<file path="src/rtl/dag_dual_bank.sv">
module dag_dual_bank #(
  parameter int DW   = 32,
  parameter int NREG = 8
) (
  input  logic                          clk,
  input  logic                          rst_n,
  input  logic                          acc_valid,
  input  logic                          acc_space,
  input  logic [$clog2(2*NREG)-1:0]     acc_isel,
  input  logic [$clog2(2*NREG)-1:0]     acc_msel,
  input  logic                          acc_post,
  input  logic                          acc_nomem,
  input  logic                          acc_use_imm,
  input  logic [DW-1:0]                 acc_imm,
  input  logic                          wr_en,
  input  logic                          wr_is_mod,
  input  logic [$clog2(2*NREG)-1:0]     wr_sel,
  input  logic [DW-1:0]                 wr_data,
  output logic [DW-1:0]                 addr_out,
  output logic                          addr_valid,
  output logic                          bad_req
);
  localparam int NTOT    = 2 * NREG;
  localparam int SW      = $clog2(NTOT);
  localparam int UP_SLOT = 6;
  localparam int DN_SLOT = 7;

  logic [DW-1:0] ireg [NTOT];
  logic [DW-1:0] mreg [NTOT];
  logic [DW-1:0] offset, cur_idx, sum;
  logic          req_ok, wb_en;

  assign req_ok  = (acc_isel[SW-1] == acc_space) &&
                   (acc_use_imm || (acc_msel[SW-1] == acc_space));
  assign offset  = acc_use_imm ? acc_imm : mreg[acc_msel];
  assign cur_idx = ireg[acc_isel];
  assign sum     = cur_idx + offset;
  assign wb_en   = acc_valid && req_ok && (acc_post || acc_nomem);

  always_ff @(posedge clk) begin
    if (!rst_n) begin
      for (int k = 0; k < NTOT; k++) begin
        ireg[k] <= '0;
        if (k == UP_SLOT)      mreg[k] <= DW'(1);
        else if (k == DN_SLOT) mreg[k] <= '1;
        else                   mreg[k] <= '0;
      end
    end else begin
      if (wr_en) begin
        if (wr_is_mod) mreg[wr_sel] <= wr_data;
        else           ireg[wr_sel] <= wr_data;
      end
      if (wb_en) ireg[acc_isel] <= sum;
    end
  end

  always_ff @(posedge clk) begin
    if (!rst_n) begin
      addr_out   <= '0;
      addr_valid <= 1'b0;
      bad_req    <= 1'b0;
    end else begin
      addr_valid <= acc_valid && req_ok && !acc_nomem;
      bad_req    <= acc_valid && !req_ok;
      if (acc_valid && req_ok && !acc_nomem)
        addr_out <= acc_post ? cur_idx : sum;
    end
  end
endmodule

</file>
<file path="config.mk">
export PLATFORM = sky130hd
export DESIGN_NAME = dag_dual_bank
export DESIGN_NICKNAME = d
export VERILOG_FILES = /design/src/rtl/dag_dual_bank.sv
export SDC_FILE = /design/constraint.sdc
export NUM_CORES = 2
export LEC_CHECK = 0
export ABC_CLOCK_PERIOD_IN_PS = 6850
export BUFFER_PORTS_ARGS = -buffer_cell sky130_fd_sc_hd__buf_2
export CAP_MARGIN = 20
export CORE_MARGIN = 4
export CORE_UTILIZATION = 30
export DETAILED_ROUTE_END_ITERATION = 10
export GPL_ROUTABILITY_DRIVEN = 0
export SLEW_MARGIN = 20
export SYNTH_ARGS = -nofsm -noshare
export SYNTH_HDL_FRONTEND = slang
export SYNTH_SLANG_ARGS = --single-unit
</file>
<file path="constraint.sdc">
create_clock -name clk -period 6.85 [get_ports clk]
set_clock_uncertainty 0.05 [all_clocks]
set_input_delay 1.37 -clock clk [delete_from_list [all_inputs] [get_ports clk]]
set_output_delay 1.37 -clock clk [all_outputs]
set_load 0.01 [all_outputs]
</file>
### Yosys cells after proc, flatten, opt, wreduce, memory -nomap -nowiden

Memory sizes are Yosys's and may differ from the RTL's.
Index checks and enable logic that the tools add are counted.

| cells by class | value |
|---|---|
| equality and inequality tests | 2 |
| muxes and demuxes | 23 |
| $add $sub $neg | 1 |
| reductions and logical operators | 12 |

Operators by type and width:

| cell | count |
|---|---|
| 32-bit two-way mux | 5 |
| 32-bit OR reduction | 3 |
| 32-bit adder | 1 |
| 1-bit two-way mux | 15 |
| 4-bit two-way mux | 3 |
| 1-bit logical AND | 5 |
| 1-bit == test | 2 |
| 1-bit logical NOT | 2 |
| 1-bit logical OR | 2 |

| word-level totals | value |
|---|---|
| input port bits | 85 |
| memories kept | 2 |
| register bits after elaboration | 34 |
| RAM bits | 1024 |

Memory list:

| name | depth | bits a word | rd ports | clocked after memory_dff | wr ports | RTL line | RTL |
|---|---|---|---|---|---|---|---|
| ireg | 16 | 32 | 1 | 0 | 16 | 28 | `logic [DW-1:0] ireg [NTOT];` |
| mreg | 16 | 32 | 1 | 0 | 16 | 29 | `logic [DW-1:0] mreg [NTOT];` |

### Logic depth before layout (Yosys ltp)

| logic depth | value |
|---|---|
| word-level depth | 10 |
| depth in mapped cells | 19 |
| gate-level depth less buffers | 13 |

### Worst setup path after synthesis

No wires, ideal clock.

| timing path | value |
|---|---|
| kind | input to register |
| start | in acc_msel[0] |
| end | mem ireg[10][10] (data pin) |
| setup time | 0.267 ns |
| stages on the path | 16 |
| arrival time | 5.852 ns |
| slack | 0.682 ns |
| required time | 6.533 ns |
| cells stage by stage | buf_2 buf_1 mux4_2 mux4_2 mux2_2 ha_1 fa_1 a21o_1 and4_1 o21ai_1 a21oi_1 or2_2 a21oi_1 xor2_1 clkbuf_1 o21ai_0 |

RTL lines:

| element | RTL line | RTL |
|---|---|---|
| start: declaration | 10 | `input logic [$clog2(2*NREG)-1:0] acc_msel,` |
| end: declaration | 28 |  |

==> results.toml <==
[synth]
synthFlopType = "edfxtp_1"
synth_seq_area_share_pct = 59.96
synth_warnings = 0
synthCells = 3939
synth-edff-count = 1024
syn_nets = 4056
syn-cell-area_um2 = 52420
synth.distinct_cells = 63
async_reset_ff_share_pct = 0
synth_seq_cells = 1058
syn_area_per_cell_um2 = 13.31

[placement]
dp_hpwl_um = 113600
pre_cts_ws_ps = 374.2
portBuffers = 118

[routing]
viasPerCell = 5.703
first_pass_iters = 6
totalWireLength_um = 186700
vias = 36034
ant_nets = 0
drtIter0Drc = 5145
post_drt_wl_per_cell_um = 29.56
drc = 0

[cts]
post_cts_buffers = 0
cts_tree = "done"
cts_buffers = 103
clk_latency_ps = 720
clock_path_buffers = 3
clk_pin_slew_worst_paths_ps = 60
ctsHoldBuffers = 0
cts_resized = 0
h-tree-depth = 3
cts_sinks = 1058
cts_root_buf = "clkbuf_16"

[global_routing]
track_usage_pct = 20.22
grt_pass1_vias = 35478
antenna_found_initial = 13
grt_pass1_wl_um = 265900
grt_start_max_net_pins = 63
grt_overflow = 0

[sta]
fin_tns_setup_ps = 0
fin_ws_ps = 972.2
worst_pin_slew_ps = 1145
finalMaxSlewViolations = 0
fmax_mhz = 170.1
final-setup-viol-count = 0
hold_viol = 0
rsz0062_at_grt = "false"
post-route-period-util_pct = 85.81
slew_headroom_pct = 23.47
fin_crit_ps = 5878
whs_ps = 407.3

[setup_path]
path_max_fanout = 30
endpoint_kind = "flop"
worstSetupStartpointType = "input pin"
cp_data_required_time_ps = 7240
arrival_ps = 6270
path_class = "in -> reg"

[power_and_ir_drop]
p_per_area_nw_per_um2 = 261.9
leakage_uw = 0.01989
peakVddDrop_mv = 0.1911

[die]
ios = 119
die_h_um = 426.0
die_x_um = 426.0
coreArea_um2 = 173800
rows = 153
start_util_pct = 30.16
die_area_um2 = 181500

[final_layout]
seq_area_um2 = 31430
multi_input_area_um2 = 19620
layout_commonest_cell = "edfxtp_1"
fill_cells = 16733
final_nets = 4016
drive_gt1_share_pct = 22.80
areaGrowthSynthToFinish_pct = 13.68
layout_common_cells = "edfxtp_1, o21ai_0, nand3_1, and2_1, mux4_2"

[status]
run_status = "complete, no violations"

[job]
drv_cap = 0

[worst_hold_path]
min_path_type = "reg -> reg"
[metal layers]
layer / GRT usage, % / wire length (um) / up-vias
met5: 0 / 46 / -
met4: 11.47 / 12020 / 6
met3: 3.692 / 18900 / 540
met2: 32.33 / 86770 / 2388
met1: 25.87 / 69000 / 18109
li1: - / - / 14991
[through the flow]
step	total power (uW)	cell area, um2	utilization (%)	cells
2_1_floorplan	8887	52420	-	3939
3_3_place_gp	9852	56190	32.33	6119
3_5_place_dp	9886	56210	32.34	6119
4_1_cts	15620	59570	34.27	6312
5_1_grt	16050	59580	34.28	6312
6_report	15610	59590	34.28	6318
[cell type report]
cell class | count | share of cell area [%]
sequential | 1058 | 52.74
multi-input combinational | 2428 | 32.92
tap | 2325 | 4.881
clock buffer | 134 | 4.638
timing repair buffer | 298 | 3.737
clock inverter | 59 | 0.9931
inverter | 10 | 0.06299
antenna | 6 | 0.02519
[critical path, cell delays in order]
cell and delay, ps:
buf_8 150, buf_12 270, buf_12 270, mux4_2 540, mux4_2 460, mux2_2 280, ha_1 360, a21oi_1 190
o21ai_0 150, a2111oi_0 600, nor2_1 190, a211o_1 310, or3_1 370, nand2_1 480, o21ai_0 190
[cell usage after synthesis (3+ instances only)]
cell      number  share of area (%)
a211oi_1      12               0.17
a21o_1        15               0.21
a21oi_1       82               0.78
a221o_1       13               0.25
a31oi_1        4              0.048
and2_1       481                5.7
buf_1         46               0.33
buf_2         21               0.20
buf_6          8               0.17
clkbuf_1     368                2.6
dfxtp_1       34                1.3
edfxtp_1    1024                 59
ha_1          31               0.74
inv_1         10              0.072
mux2_2        32               0.69
mux2i_1       19               0.36
mux4_2       306                 13
nand2_1       62               0.44
nand2b_1      18               0.21
nand3_1      509                4.9
nand3b_1       3              0.043
nand4_1        6              0.072
nor2_1        81               0.58
nor2b_1        6              0.072
nor3_1        36               0.34
nor3b_1        3              0.043
o211a_1        9               0.17
o211ai_1      15               0.21
o21a_1         6              0.086
o21ai_0      518                4.9
o21ai_1        8              0.076
o21ai_2       30               0.50
o21bai_1       7               0.10
o221ai_1       3              0.050
or3_1         54               0.64
xnor2_1       15               0.25
xor2_1        12               0.20
[kinds of logic after synthesis]
logic type / share of synthesized area (%)
and+or+nand+nor: 13.30
adders and majority gates: 0.7781
AOI/OAI and AO/OA: 7.910
muxes: 14.20
buffers and inverters: 3.408
xor gates and xnor gates: 0.4511
DFF: 59.96
[where the power goes]
group / total (uW) / internal (uW) / switching (uW)
Combinational: 2320 / 723 / 1590
Clock: 5810 / 3230 / 2580
Sequential: 7480 / 7390 / 89.8
Total: 15600 / 11300 / 4260
[path summary, 6_finish.rpt]
kind                            cells past startpoint  slack [ps]                      from                         to
worst max-delay path                               15         970               acc_msel[0]      ireg[6][29]$_DFFE_PP_
worst min register to register                      2         410  addr_out[7]$_SDFFE_PN0P_   addr_out[7]$_SDFFE_PN0P_
worst min-delay path                                2         410  addr_out[7]$_SDFFE_PN0P_   addr_out[7]$_SDFFE_PN0P_
worst max register to register                     15        1750  mreg[6][0]$_SDFFCE_PN1P_  addr_out[20]$_SDFFE_PN0P_
[registers in the layout, summed over array words and instances, names as in the netlist]
register and cells:
ireg 512, addr_valid 1, bad_req 1, addr_out 32, mreg 512
No activity file was read; power rests on OpenSTA's default activity.
